==> src/rtl/cru_pkg.sv <==
package cru_pkg;

    localparam int FLAG_W = 4;

    typedef enum logic [2:0] {
        OP_AND  = 3'd0,
        OP_OR   = 3'd1,
        OP_XOR  = 3'd2,
        OP_NAND = 3'd3,
        OP_NOR  = 3'd4,
        OP_EQV  = 3'd5,
        OP_ANDC = 3'd6,
        OP_ORC  = 3'd7
    } bitop_e;

    // Bit 0 of a field is less-than, bit 3 is summary overflow.
    typedef struct packed {
        logic so;
        logic eq;
        logic gt;
        logic lt;
    } flags_t;

endpackage

==> src/rtl/cru_relation.sv <==
module cru_relation #(
    parameter int DATA_W = 32
) (
    input  logic [DATA_W-1:0] lhs,
    input  logic [DATA_W-1:0] rhs,
    input  logic              so_in,
    output cru_pkg::flags_t   flags
);
    always_comb begin
        flags.lt = $signed(lhs) < $signed(rhs);
        flags.gt = $signed(lhs) > $signed(rhs);
        flags.eq = (lhs == rhs);
        flags.so = so_in;
    end
endmodule

==> src/rtl/cru_bit_op.sv <==
module cru_bit_op (
    input  logic [2:0] op,
    input  logic       a,
    input  logic       b,
    output logic       y
);
    import cru_pkg::*;

    always_comb begin
        case (bitop_e'(op))
            OP_AND:  y = a & b;
            OP_OR:   y = a | b;
            OP_XOR:  y = a ^ b;
            OP_NAND: y = ~(a & b);
            OP_NOR:  y = ~(a | b);
            OP_EQV:  y = ~(a ^ b);
            OP_ANDC: y = a & ~b;
            OP_ORC:  y = a | ~b;
            default: y = 1'b0;
        endcase
    end
endmodule

==> src/rtl/cru_bit_pick.sv <==
module cru_bit_pick #(
    parameter int VEC_W = 32,
    parameter int IDX_W = 5
) (
    input  logic [VEC_W-1:0] vec,
    input  logic [IDX_W-1:0] idx,
    output logic             bit_o
);
    always_comb begin
        bit_o = 1'b0;
        if (int'(idx) < VEC_W) bit_o = vec[idx];
    end
endmodule

==> src/rtl/cond_reg_unit.sv <==
module cond_reg_unit #(
    parameter  int NUM_FIELDS = 8,
    parameter  int DATA_W     = 32,
    localparam int FW         = cru_pkg::FLAG_W,
    localparam int REG_W      = NUM_FIELDS * FW,
    localparam int SEL_W      = $clog2(NUM_FIELDS),
    localparam int POS_W      = $clog2(FW),
    localparam int BIT_W      = $clog2(REG_W)
) (
    input  logic              clk,
    input  logic              rst_n,
    input  logic              res_valid,
    input  logic [DATA_W-1:0] res_value,
    input  logic              ovf_sticky,
    input  logic              fpst_valid,
    input  logic [FW-1:0]     fpst_low,
    input  logic              cmp_valid,
    input  logic [SEL_W-1:0]  cmp_field,
    input  logic [DATA_W-1:0] cmp_a,
    input  logic [DATA_W-1:0] cmp_b,
    input  logic              cmp_so,
    input  logic              logic_valid,
    input  logic [2:0]        logic_op,
    input  logic [BIT_W-1:0]  logic_src_a,
    input  logic [BIT_W-1:0]  logic_src_b,
    input  logic [BIT_W-1:0]  logic_dst,
    input  logic [SEL_W-1:0]  test_field,
    input  logic [POS_W-1:0]  test_pos,
    output logic              test_out,
    output logic [REG_W-1:0]  reg_out
);
    import cru_pkg::*;

    typedef struct packed {
        logic [REG_W-1:0] bits;
    } state_t;

    state_t st_d, st_q;

    flags_t res_flags;
    flags_t cmp_flags;
    logic   src_a_bit, src_b_bit, logic_y;

    // Field 0 source: result measured against zero.
    cru_relation #(.DATA_W(DATA_W)) u_res_rel (
        .lhs   (res_value),
        .rhs   ('0),
        .so_in (ovf_sticky),
        .flags (res_flags)
    );

    cru_relation #(.DATA_W(DATA_W)) u_cmp_rel (
        .lhs   (cmp_a),
        .rhs   (cmp_b),
        .so_in (cmp_so),
        .flags (cmp_flags)
    );

    cru_bit_pick #(.VEC_W(REG_W), .IDX_W(BIT_W)) u_pick_a (
        .vec (st_q.bits), .idx (logic_src_a), .bit_o (src_a_bit)
    );

    cru_bit_pick #(.VEC_W(REG_W), .IDX_W(BIT_W)) u_pick_b (
        .vec (st_q.bits), .idx (logic_src_b), .bit_o (src_b_bit)
    );

    cru_bit_pick #(.VEC_W(REG_W), .IDX_W(BIT_W)) u_pick_test (
        .vec (st_q.bits), .idx ({test_field, test_pos}), .bit_o (test_out)
    );

    cru_bit_op u_bit_op (
        .op (logic_op), .a (src_a_bit), .b (src_b_bit), .y (logic_y)
    );

    // Priority, lowest first: fixed-role fields, compare, bit logic.
    always_comb begin
        st_d = st_q;
        if (res_valid)
            st_d.bits[0 +: FW] = res_flags;
        if (fpst_valid)
            st_d.bits[FW +: FW] = fpst_low;
        if (cmp_valid && (int'(cmp_field) < NUM_FIELDS))
            st_d.bits[cmp_field*FW +: FW] = cmp_flags;
        if (logic_valid && (int'(logic_dst) < REG_W))
            st_d.bits[logic_dst] = logic_y;
    end

    always_ff @(posedge clk) begin
        if (!rst_n) st_q <= '0;
        else        st_q <= st_d;
    end

    assign reg_out = st_q.bits;

    // ---------------- assertions ----------------
    logic f0_cmp_hit, f1_cmp_hit, f0_lg_hit, f1_lg_hit, cmp_lg_hit, any_valid;
    assign f0_cmp_hit = cmp_valid && (cmp_field == SEL_W'(0));
    assign f1_cmp_hit = cmp_valid && (cmp_field == SEL_W'(1));
    assign f0_lg_hit  = logic_valid && (logic_dst[BIT_W-1:POS_W] == SEL_W'(0));
    assign f1_lg_hit  = logic_valid && (logic_dst[BIT_W-1:POS_W] == SEL_W'(1));
    assign cmp_lg_hit = logic_valid && (logic_dst[BIT_W-1:POS_W] == cmp_field);
    assign any_valid  = res_valid | fpst_valid | cmp_valid | logic_valid;

    p_field0_onehot_r2: assert property (@(posedge clk) disable iff (!rst_n)
        res_valid && !f0_cmp_hit && !f0_lg_hit |=> $countones(reg_out[2:0]) == 1);

    p_so_mirror_r3: assert property (@(posedge clk) disable iff (!rst_n)
        res_valid && !f0_cmp_hit && !f0_lg_hit |=> reg_out[3] == $past(ovf_sticky));

    p_fp_load_r4: assert property (@(posedge clk) disable iff (!rst_n)
        fpst_valid && !f1_cmp_hit && !f1_lg_hit |=> reg_out[FW +: FW] == $past(fpst_low));

    p_cmp_onehot_r5: assert property (@(posedge clk) disable iff (!rst_n)
        cmp_valid && !cmp_lg_hit |=> $countones(reg_out[$past(cmp_field)*FW +: 3]) == 1);

    p_bitlogic_wins_r7: assert property (@(posedge clk) disable iff (!rst_n)
        logic_valid |=> reg_out[$past(logic_dst)] == $past(logic_y));

    p_idle_hold_r9: assert property (@(posedge clk) disable iff (!rst_n)
        !any_valid |=> $stable(reg_out));

endmodule

==> config.mk <==
export PLATFORM = sky130hd
export DESIGN_NAME = cond_reg_unit
export DESIGN_NICKNAME = d
export VERILOG_FILES = /design/src/rtl/cru_pkg.sv /design/src/rtl/cru_relation.sv /design/src/rtl/cru_bit_op.sv /design/src/rtl/cru_bit_pick.sv /design/src/rtl/cond_reg_unit.sv
export SDC_FILE = /design/constraint.sdc
export NUM_CORES = 1
export LEC_CHECK = 0
export BUFFER_PORTS_ARGS = -buffer_cell sky130_fd_sc_hd__buf_2
export CORE_MARGIN = 1.5
export CORE_UTILIZATION = 50
export CTS_BUF_LIST = sky130_fd_sc_hd__clkbuf_4
export DETAILED_ROUTE_END_ITERATION = 6
export PLACE_DENSITY = 0.95
export SYNTH_ARGS = -nofsm -noshare
export SYNTH_HDL_FRONTEND = slang
export SYNTH_SLANG_ARGS = --single-unit
==> constraint.sdc <==
create_clock -name clk -period 4.7 [get_ports clk]
set_clock_uncertainty 0.2 [all_clocks]
set_input_delay 0.705 -clock clk [delete_from_list [all_inputs] [get_ports clk]]
set_output_delay 0.705 -clock clk [all_outputs]
set_load 0.03 [all_outputs]
### Yosys cells after proc, flatten, opt, wreduce, memory -nomap -nowiden

Cells that the tools add are included.

| storage, ports and cells | value |
|---|---|
| register bits | 32 |
| bits of input ports | 134 |
| output and inout port bits | 33 |
| logic and storage cells | 48 |

| operators by class | value |
|---|---|
| $add $sub $neg | 1 |
| $lt $le $gt $ge | 9 |
| equal/unequal tests | 8 |
| shifts and indexed selects | 2 |
| mux-type cells | 15 |
| bitwise logic cells | 9 |
| reductions and logical operators | 3 |

Operator list:

| kind | count |
|---|---|
| $bwmux 32 | 2 |
| $mux 32 | 2 |
| $neg 5->34 | 1 |
| $shift 4x34->32 const A | 1 |
| $shiftx 4x34->32 | 1 |
| $eq 32x32->1 | 1 |
| $gt 32x1->1 const B | 1 |
| $gt 32x32->1 | 1 |
| $logic_not 32->1 | 1 |
| $lt 32x1->1 const B | 1 |
| $lt 32x32->1 | 1 |
| $lt 5x6->1 const B | 4 |
| $bmux 1 s5 | 3 |
| $eq 3x3->1 const B | 4 |
| $mux 4 | 2 |
| $pmux 1 s8 | 1 |
| $eq 3x2->1 const B | 2 |
| $demux 1 s5 | 1 |
| $ge 5x1->1 const B | 1 |
| $mux 1 | 4 |
| $not 1->1 | 4 |
| $eq 3x1->1 const B | 1 |
| $logic_not 3->1 | 1 |
| $and 1x1->1 | 2 |
| other kinds (3) | 4 |

### Longest topological paths before layout

Gate-level depths: netlist of the first run.

| depth | value |
|---|---|
| depth after elaboration | 7 |
| depth in mapped cells | 12 |
| mapped depth without buffers | 11 |

### Cells and area by module

From an unflattened synthesis of the first run, not the netlist that was laid out.

| unflattened totals | value |
|---|---|
| cells, all modules | 639 |
| area total of the unflattened synthesis | 4,879.7 sq um |

By module, submodules not included:

| module | instances | cells an instance | area an instance (sq um) | sequential area each (sq um) |
|---|---|---|---|---|
| cond_reg_unit | 1 | 258 | 2,065.7 | 640.6 |
| cru_relation | 2 | 120 | 852.1 | 0.0 |
| cru_bit_pick | 3 | 41 | 325.3 | 0.0 |
| cru_bit_op | 1 | 18 | 133.9 | 0.0 |

### Least setup slack after synthesis of the first run

Ideal clock, no wire load.

| timing | value |
|---|---|
| path kind | input-to-reg |
| start | input port logic_src_a[0] |
| end | register st_q (netlist bit reg_out[7]) |
| arrival time | 3.691 ns |
| required time | 4.442 ns |
| setup slack | 0.751 ns |
| stages on the path | 10 |
| path buffers | 2 |
| cell sequence | buf_2 > mux4_2 > mux4_2 > mux2i_1 > ha_1 > mux2_1 > mux4_2 > buf_2 > nor3_1 > o21a_1 |

| between the ends | value |
|---|---|
| cells in the longest elaborated chain, start to end | 7 |
| elaborated cells on any way between the ends | 13 |
| classes of those cells | mux: 5; bitwise: 8 |

Ends and longest elaborated chain:

| item | line | RTL |
|---|---|---|
| start, declared | cond_reg_unit.sv:24 | `input logic [BIT_W-1:0] logic_src_a,` |
| $bmux 1 s5 * | cru_bit_pick.sv:11 | `if (int'(idx) < VEC_W) bit_o = vec[idx];` |
| $mux 1 (not written as such) * | cru_bit_pick.sv:11 |  |
| $xor 1x1->1, or another cell as far along | cru_bit_op.sv:13, cru_bit_op.sv:16 |  |
| $not 1->1 (on tied branches) | cru_bit_op.sv:16, cru_bit_op.sv:14, cru_bit_op.sv:15 |  |
| $pmux 1 s8 * | cru_bit_op.sv:10 | `case (bitop_e'(op))` |
| $bwmux 32 * | cond_reg_unit.sv:85 | `st_d.bits[logic_dst] = logic_y;` |
| $mux 32 * | cond_reg_unit.sv:84 | `if (logic_valid && (int'(logic_dst) < REG_W))` |
| end signal, assigned | cond_reg_unit.sv:90 | `else st_q <= st_d;` |
| end, declared | cond_reg_unit.sv:38 | `state_t st_d, st_q;` |

Mark *: on every way between the ends. The rest lies on a longest branch, timed or not. The select of a mux whose other input is x is not followed.
A chain may end at the register's enable or synchronous reset.

### Worst setup path after layout of the first run

| timing | value |
|---|---|
| start | input port logic_src_b[0] |
| end | register st_q (netlist bit reg_out[12]) |

| between the ends | value |
|---|---|
| cells in the longest elaborated chain, start to end | 7 |
| elaborated cells on any way between the ends | 14 |
| classes of those cells | mux: 5; bitwise: 9 |

Ends and longest elaborated chain:

| item | line | RTL |
|---|---|---|
| start, declared | cond_reg_unit.sv:25 | `input logic [BIT_W-1:0] logic_src_b,` |
| $bmux 1 s5 * | cru_bit_pick.sv:11 |  |
| $mux 1 (not written as such) * | cru_bit_pick.sv:11 |  |
| $not 1->1, or another cell as far along | cru_bit_op.sv:17, cru_bit_op.sv:18 |  |
| $or 1x1->1, or another cell as far along | cru_bit_op.sv:18 | `OP_ORC: y = a \| ~b;` |
| $pmux 1 s8 * | cru_bit_op.sv:10 |  |
| $bwmux 32 * | cond_reg_unit.sv:85 |  |
| $mux 32 * | cond_reg_unit.sv:84 |  |

Marked as above.

==> metrics.txt, run 1 <==
GPL Wtd Cong=0.924; share of cells above drive strength 1=37.9%; WS Path Type=in2reg; Final Net Count=759; Worst Max-Slew Pin Slew=0.777 ns; # diodes=0; Setup TNS=0 ns; cell family with most CP delay=multiplexers; crit start category=input pin; GR peak layer=met2; syn_area_per_cell=8.64 sq um; Worst EP arrival=4.22 ns; CTS H-tree lvls=2; final worst path period share=87.8%; area of the mapped netlist=3710 sq um; Die Ht=89.2 um; all-layer global routing usage=28.5%; CP max-delay cell=mux4_2; hold path cells=2; asr flop ratio synth=0%; RSZ-0062 raised after global routing=no; Layout Cells excl Fill=687; min-delay src=reg_out[16]; first-pass GRT wire length=17,500 um; dpl cells=679; DIE AREA=7950 sq um; fmax=242 MHz; Worst slew margin=48.1%; cts bufs inserted=5; Sink Count=32; Initial Util=51.5%; clk buf depth=2; Via density=5.96; vias in the first global route=3,855; WP data required=4.79 ns; drt total wl=11,300 um; largest net degree at the start of global routing=35; pins over their slew limit=0; clock slew seen by the registers of the worst setup and hold paths=0.11 ns; Max IR drop VDD=0.0825 mV; PD cells=166 nW/um^2; Yosys warning total=0; Yosys cell types=54; met1 usage=32.4%; critical-path cell list=buf_2 -> mux4_2 -> mux4_2 -> mux2i_1 -> inv_1 -> ha_1 -> mux2_1 -> mux4_2 -> nand2_1 -> o21ai_0 -> a21oi_1 -> o31a_1; Post-DRT Antenna Nets=0; number of flops mapped to enable cells by yosys=0; status=complete, no violations; Crit path top cell by count=mux4_2; total of max-cap violations=0; via count=4,093; r2r worst-path depth=11; CTS Root Cell=clkbuf_4; routed len/inst=16.5 um; grt ovf=0; core area=7210 sq um; source-to-sink clock delay at the later pin of the worst-skew pair=0.35 ns; Site Rows=31; Hold Crit Class=reg2reg; worst r2r src=reg_out[23]; cells after synthesis=430; critical path peak fanout=14; top_reg_cell synth=dfxtp_1; static leakage=2.34 nW; iteration count of the initial detailed-routing pass=5; Initial DRC Count=427; IO buf count=166; Final Hold Vio Count=0; Final min period=4.12 ns; initial antenna violation count=0; worst r2r dst=reg_out[12]; Largest register FFs=32; post-CTS sizing=0; area of the multi-input gates=2810 sq um; met2 usage=50.2%; sequential area share after synthesis=17.3%; Critical Path Max Stage Delay=0.64 ns; cts-stage hold buffer count=0; die width=89.2 um; Hold Path Sink=reg_out[16]; CTS tree=done; FF-to-FF setup slack=0.88 ns; syn nets=602; number of setup buffers added after CTS=0; crit end category=flip-flop; Top Ports=167; Synth Register Bits=32; met3 usage in global routing=6.46%; setup violators final=0; Detail Placement HPWL=9360 um; # DRC=0; register area=641 sq um; Fillers=610; Layout area overhead=24.3%; critical path buffer and inverter count=2
-- cells in the final DEF (no fill, tap or decap), drive strengths merged, types with 4 or more instances in the layout --
master    n
ha       38
mux2      6
a211oi    9
or3       4
inv      39
o21ai    22
nor3      8
nor4      8
and3      8
nand4    11
o211a    10
nor2b     7
o21a      4
o31ai     6
mux2i    10
dfxtp    32
nand3     8
nand2    45
nand3b    6
mux4     31
buf     168
nor2     39
a21oi    29
clkbuf    5
-- cells in the mapped netlist (5+ instances only) --
library cell / n / area share, %
a211oi_1: 8 / 1.6
a21oi_1: 28 / 3.8
and3_1: 8 / 1.3
clkbuf_1: 8 / 0.81
dfxtp_1: 32 / 17
ha_1: 38 / 13
inv_1: 39 / 3.9
mux2_2: 5 / 1.5
mux2i_1: 10 / 2.7
mux4_2: 31 / 19
nand2_1: 44 / 4.4
nand3_1: 8 / 1.1
nand3b_1: 6 / 1.2
nand4_1: 11 / 1.9
nor2_1: 39 / 3.9
nor2b_1: 7 / 1.2
nor3_1: 7 / 0.94
nor4_1: 8 / 1.3
o211a_1: 10 / 2.7
o21ai_0: 19 / 2.6
o31ai_1: 6 / 1.2
-- report_power, final --
part           internal, mW  total (mW)  switching [mW]
logic                 0.142       0.308           0.165
clock network        0.0548       0.157           0.102
registers             0.282       0.300          0.0175
total                 0.479       0.764           0.285
-- how the worst max path moves through the flow --
stage                         startpoint          end  slack [ns]  cells past startpoint
after floorplan           logic_src_a[0]   reg_out[7]        0.75                     10
after global placement    logic_src_b[0]  reg_out[20]        0.43                     11
after detailed placement  logic_src_b[0]  reg_out[12]        0.23                     12
after CTS                 logic_src_b[0]  reg_out[12]        0.57                     12
after global routing      logic_src_b[0]  reg_out[20]        0.35                     12
final                     logic_src_b[0]  reg_out[12]        0.58                     12
-- stage by stage --
stage                     util [%]  instance area (sq um)  power (mW)  worst slack [ns]  hold slack (ns)
after floorplan                  -                   3710       0.495             0.751            0.492
after global placement        63.3                   4560       0.594             0.428            0.410
after detailed placement      63.3                   4560       0.609             0.233            0.417
after CTS                     64.0                   4620       0.760             0.573            0.432
after global routing          64.0                   4620       0.808             0.349            0.467
final                         64.0                   4620       0.764             0.576            0.442
-- logic make-up (layout without fill, tap and decap cells) --
logic type               Yosys count  after routing  synth area share (%)
AND/OR/NAND/NOR                  157            157                  21.3
AO/OA/AOI/OAI                     99             99                  18.2
buffers and inverters             57            215                  7.14
multiplexers                      47             47                  23.3
adder cells (fa/ha/maj)           38             38                  12.8
flip-flops                        32             32                  17.3
-- worst register-to-register path: stages, from the launching register on --
cell and delay, ns:
dfxtp_1 0.40, mux4_2 0.50, mux4_2 0.47, mux2i_1 0.28, inv_1 0.12, ha_1 0.19
mux2_1 0.28, mux4_2 0.64, nand2_1 0.25, o21ai_0 0.13, a21oi_1 0.17, o31a_1 0.14
-- layer usage --
layer	part of all wire, %	routed length (um)	vias up
li1	-	-	1940
met1	38	4270	1887
met2	51	5720	229
met3	8.6	975	37
met4	3.0	339	0
met5	0	0	-
-- final cells by class --
class | instances | area share [%]
clock inverters | 3 | 0.298
repair buffers | 168 | 18.3
inverters | 39 | 3.17
well taps | 99 | 2.68
multi-input cells | 341 | 60.8
flip-flops and latches | 32 | 13.9
clock buffers | 5 | 0.813
Note: power is estimated with default switching activity, not from simulation.
==> inputs of run 2 (changes only) <==
CTS_BUF_LIST = sky130_fd_sc_hd__clkbuf_8   (was sky130_fd_sc_hd__clkbuf_4)
==> run 2 against run 1 <==
Net effect:
- sequential power hardly changed
- first-iteration DRC count decreased by 2.3%
- final cell count stayed put
- count of clock-buffer cells in the layout is 1 higher
- utilization up 0.57 points
- largest power group unchanged
==> metrics.txt, run 2 (synthesis gave the netlist of run 1 again) <==
WP data required=4.72 ns (was 4.79 ns); CP max-delay cell=mux4_2 (unchanged); Layout area overhead=25.4% (was 24.3%); Worst Max-Slew Pin Slew=0.776 ns (was 0.777 ns); critical-path cell list=buf_2 -> mux4_2 -> mux4_2 -> mux2i_1 -> inv_1 -> ha_1 -> mux2_1 -> mux4_2 -> nand2_1 -> o21ai_0 -> a21oi_1 -> o31a_1 (unchanged); critical path peak fanout=14 (unchanged); source-to-sink clock delay at the later pin of the worst-skew pair=0.28 ns (was 0.35 ns); PD cells=178 nW/um^2 (was 166 nW/um^2); # diodes=0 (unchanged); Sink Count=32 (unchanged); routed len/inst=16.5 um (about the same); all-layer global routing usage=28.2% (was 28.5%); CTS Root Cell=clkbuf_8 (was clkbuf_4); post-CTS sizing=0 (unchanged); most common cell after layout, fill and taps aside=buf_2 (unchanged); Post-DRT Antenna Nets=0 (unchanged); hold path cells=2 (unchanged); static leakage=2.35 nW (was 2.34 nW); crit start category=input pin (unchanged); crit end category=flip-flop (unchanged); initial antenna violation count=0 (unchanged); largest net degree at the start of global routing=35 (unchanged); Critical Path Max Stage Delay=0.64 ns (about the same); drt total wl=11,300 um (about the same); Final Net Count=759 (unchanged); RSZ-0062 raised after global routing=no (unchanged); cts-stage hold buffer count=0 (unchanged); via count=4,168 (was 4,093); iteration count of the initial detailed-routing pass=5 (unchanged); Final min period=4.20 ns (was 4.12 ns); Fillers=600 (was 610); Max IR drop VDD=0.116 mV (was 0.0825 mV); core area=7210 sq um (unchanged); # DRC=0 (unchanged); clk buf depth=2 (unchanged); number of setup buffers added after CTS=0 (unchanged); Crit path top cell by count=mux4_2 (unchanged); Detail Placement HPWL=9360 um (unchanged); final worst path period share=89.3% (was 87.8%); share of cells above drive strength 1=38.1% (was 37.9%); Via density=6.07 (was 5.96); GPL Wtd Cong=0.924 (unchanged); clock slew seen by the registers of the worst setup and hold paths=0.08 ns (was 0.11 ns); cts bufs inserted=5 (unchanged); die width=89.2 um (unchanged); total of max-cap violations=0 (unchanged); commonest non-fill, non-tap cells in the layout=buf_2 (166), nand2_1 (44), inv_1 (39), nor2_1 (39), ha_1 (38) (unchanged); CTS H-tree lvls=2 (unchanged); pins over their slew limit=0 (unchanged); Site Rows=31 (unchanged); vias in the first global route=3,880 (was 3,855); IO buf count=166 (unchanged); WS Path Type=in2reg (unchanged); Top Ports=167 (unchanged); status=complete, no violations (unchanged); Worst slew margin=48.2% (was 48.1%); Hold Crit Class=reg2reg (unchanged); CTS tree=done (unchanged); setup violators final=0 (unchanged); Initial DRC Count=417 (was 427); first-pass GRT wire length=17,400 um (was 17,500 um); r2r worst-path depth=11 (unchanged); Worst EP arrival=4.22 ns (about the same); Initial Util=51.5% (unchanged); grt ovf=0 (unchanged); Die Ht=89.2 um (unchanged); Setup TNS=0 ns (unchanged); Largest register FFs=32 (unchanged); Hold WS=0.434 ns (was 0.442 ns); register area=641 sq um (unchanged); area of the multi-input gates=2810 sq um (unchanged); DIE AREA=7950 sq um (unchanged); Final Hold Vio Count=0 (unchanged); fmax=238 MHz (was 242 MHz)
run 2: changes by cell type in the layout (fill, tap and decap cells not counted):
| cell | before | now |
|---|---|---|
| clkbuf_4 | 5 | 0 |
| clkinv_1 | 1 | 0 |
| clkbuf_8 | 0 | 6 |
run 2: power by group:
part / internal [mW] / switching, mW
clock: 0.117 / 0.104
combinational: 0.142 / 0.166
sequential: 0.282 / 0.0175
total: 0.541 / 0.287
run 2: critical path: cells and delay by family:
family / cells / cell delay [ns]
AND/OR/NAND/NOR: 1 / 0.25
AO/OA/AOI/OAI: 3 / 0.44
buffers and inverters: 2 / 0.37
multiplexers: 5 / 2.25
adder cells (fa/ha/maj): 1 / 0.19
run 2: metrics by stage:
| stage | util (%) | power [mW] | worst slack [ns] | cell area (sq um) | instances |
|---|---|---|---|---|---|
| after global placement | 63.3 | 0.594 | 0.428 | 4560 | 679 |
| after floorplan | - | 0.495 | 0.751 | 3710 | 430 |
| final | 64.6 | 0.828 | 0.502 | 4660 | 687 |
| after global routing | 64.6 | 0.873 | 0.279 | 4660 | 687 |
| after CTS | 64.6 | 0.826 | 0.509 | 4660 | 687 |
| after detailed placement | 63.3 | 0.609 | 0.233 | 4560 | 679 |
run 2: worst paths after layout:
check | endpoint | slack [ns] | startpoint
max | reg_out[12] | 0.50 | logic_src_b[0]
min | reg_out[16] | 0.43 | reg_out[16]
max reg2reg | reg_out[12] | 0.89 | reg_out[31]
min reg2reg | reg_out[16] | 0.43 | reg_out[16]
run 2: area by class of cell:
cell class / instances / share of cell area, %
sequential: 32 / 13.8
timing repair buffer: 168 / 18.2
clock buffer: 6 / 1.77
inverter: 39 / 3.14
multi-input combinational: 341 / 60.3
clock inverter: 2 / 0.215
tap: 99 / 2.66
run 2: routing by layer:
layer	global-route usage [%]	share of wire (%)
met1	32.6	38
met2	49.8	51
met3	5.36	8.3
met4	14.3	3.1
met5	0	0
==> inputs of run 3 (changes only) <==
CORE_UTILIZATION = 53   (was 50)
clock period = 5.4 ns   (was 4.7 ns; I/O delays follow)
==> run 3 against run 2 <==
Net effect:
- register-to-register slack improved by 0.55 ns
- clock power rose by 9%
- setup slack improved by 0.49 ns
- non-clock buffer count fell by 1
- utilization rose by 4.1 points
- final cell count fell by 0.58%
- final area rose by 0.16%
- routed wire length rose by 5.8%
- global-route usage rose by 3.4 points
- count of clock-buffer cells in the layout fell by 1
- worst hold slack got worse by 0.015 ns
- via count rose by 2.3%
- critical path type unchanged
- largest cell class unchanged
==> metrics.txt, run 3 (synthesis gave the netlist of run 1 again) <==
cts-stage hold buffer count=0 (unchanged); Sink Count=32 (unchanged); Detail Placement HPWL=9520 um (was 9360 um); status=complete, no violations (unchanged); post-route worst setup slack=0.997 ns (was 0.502 ns); Fillers=520 (was 600); CTS H-tree lvls=2 (unchanged); post-CTS sizing=0 (unchanged); clk buf depth=2 (unchanged); DIE AREA=7520 sq um (was 7950 sq um); Hold Crit Class=reg2reg (unchanged); PD cells=165 nW/um^2 (was 178 nW/um^2); Worst slew margin=48.6% (was 48.2%); all-layer global routing usage=31.6% (was 28.2%); power share of the clock group=31.1% (was 26.7%); P_int=0.504 mW (was 0.541 mW); crit start category=input pin (unchanged); Overall Power=0.770 mW (was 0.828 mW); IO buf count=166 (unchanged); die width=86.7 um (was 89.2 um); Final Hold Vio Count=0 (unchanged); GPL Wtd Cong=0.930 (was 0.924); WS Path Type=in2reg (unchanged); Initial Util=54.7% (was 51.5%); Setup TNS=0 ns (unchanged); Layout area overhead=25.6% (was 25.4%); clock slew seen by the registers of the worst setup and hold paths=0.07 ns (was 0.08 ns); Initial DRC Count=479 (was 417); Seq pwr share=33.9% (was 36.2%); iteration count of the initial detailed-routing pass=5 (unchanged); source-to-sink clock delay at the later pin of the worst-skew pair=0.31 ns (was 0.28 ns); Final min period=4.40 ns; total of max-cap violations=0 (unchanged); register area=641 sq um (unchanged); crit end category=flip-flop (unchanged); first-pass GRT wire length=18,600 um (was 17,400 um); drt total wl=12,000 um (was 11,300 um); Site Rows=30 (was 31); most common cell after layout, fill and taps aside=buf_2 (unchanged); static leakage=2.35 nW (about the same); Worst EP arrival=4.45 ns (was 4.22 ns); core area=6790 sq um (was 7210 sq um); critical path peak fanout=25 (was 14); share of cells above drive strength 1=38.0% (was 38.1%); # DRC=0 (unchanged); largest net degree at the start of global routing=35 (unchanged); initial antenna violation count=0 (unchanged); Max IR drop VDD=0.0848 mV (was 0.116 mV); pins over their slew limit=0 (unchanged); dpl ws=0.734 ns (was 0.233 ns); via count=4,265 (was 4,168); cts bufs inserted=5 (unchanged); Post-DRT Antenna Nets=0 (unchanged); CTS Root Cell=clkbuf_8 (unchanged); setup violators final=0 (unchanged); Layout Cells excl Fill=683 (was 687); switching pwr=0.266 mW (was 0.287 mW); Via density=6.24 (was 6.07); number of setup buffers added after CTS=0 (unchanged); WP data required=5.45 ns (was 4.72 ns); final worst path period share=81.5%; vias in the first global route=4,038 (was 3,880); grt ovf=0 (unchanged); RSZ-0062 raised after global routing=no (unchanged); CTS tree=done (unchanged); Final Net Count=758 (was 759); commonest non-fill, non-tap cells in the layout=buf_2 (166), nand2_1 (44), inv_1 (39), nor2_1 (39), ha_1 (38) (unchanged); Worst Max-Slew Pin Slew=0.769 ns (was 0.776 ns); fmax=227 MHz; area of the multi-input gates=2810 sq um (unchanged); routed len/inst=17.5 um (was 16.5 um); # diodes=0 (unchanged); combinational power share=35.0% (was 37.2%); Die Ht=86.7 um (was 89.2 um); Top Ports=167 (unchanged); Sw Ratio=34.5% (was 34.7%); Largest register FFs=32 (unchanged); dpl cells=675 (was 679)
run 3: cell types whose count changed in the layout (fill, tap and decap cells not counted), sizes merged:
cell      before  now
buf          168  167
bufinv         0    1
clkbuf         6    5
clkinv         2    1
clkinvlp       0    1
run 3: worst paths after layout:
check / to / depth (start not counted) / slack (ns) / start
worst max-delay path: reg_out[20] / 11 / 1.0 / logic_src_a[0]
worst min-delay path: reg_out[16] / 2 / 0.42 / reg_out[16]
worst max register to register: reg_out[20] / 10 / 1.44 / reg_out[31]
worst min register to register: reg_out[16] / 2 / 0.42 / reg_out[16]
run 3: final cells by class:
type / instances / share of cell area [%]
clock inverters: 3 / 0.912
inverters: 39 / 3.14
repair buffers: 167 / 18.0
well taps: 96 / 2.58
clock buffers: 5 / 1.48
multi-input cells: 341 / 60.2
flip-flops and latches: 32 / 13.7
run 3: metal layers:
metal / vias up / wire, um / global-route usage, %
li1: 1928 / - / -
met1: 1989 / 4170 / 36.1
met2: 299 / 6230 / 57.0
met3: 49 / 1120 / 5.24
met4: 0 / 450 / 15.5
met5: - / 0 / 0
run 3: critical path: stages:
cell and delay [ns]:
buf_2 0.25, mux4_2 0.54, mux4_2 0.49, mux2i_1 0.31, ha_1 0.31, mux2_1 0.30
mux4_2 0.74, nand2_1 0.30, o21ai_0 0.12, a21oi_1 0.14, o31a_1 0.14
run 3: power by group through the flow:
stage                     clock, mW  combinational (mW)  sequential, mW
after floorplan                   0               0.153           0.278
after global placement            0               0.250           0.265
after detailed placement          0               0.265           0.265
after CTS                     0.237               0.267           0.260
after global routing          0.247               0.294           0.261
final                         0.240               0.270           0.261
run 3: per-stage QoR:
stage          util, %  cell area, sq um  hold WS (ns)
2_1_floorplan        -              3710         0.492
3_3_place_gp      67.0              4550         0.405
3_5_place_dp      67.0              4550         0.406
4_1_cts           68.7              4660         0.416
5_1_grt           68.7              4660         0.453
6_report          68.7              4660         0.419
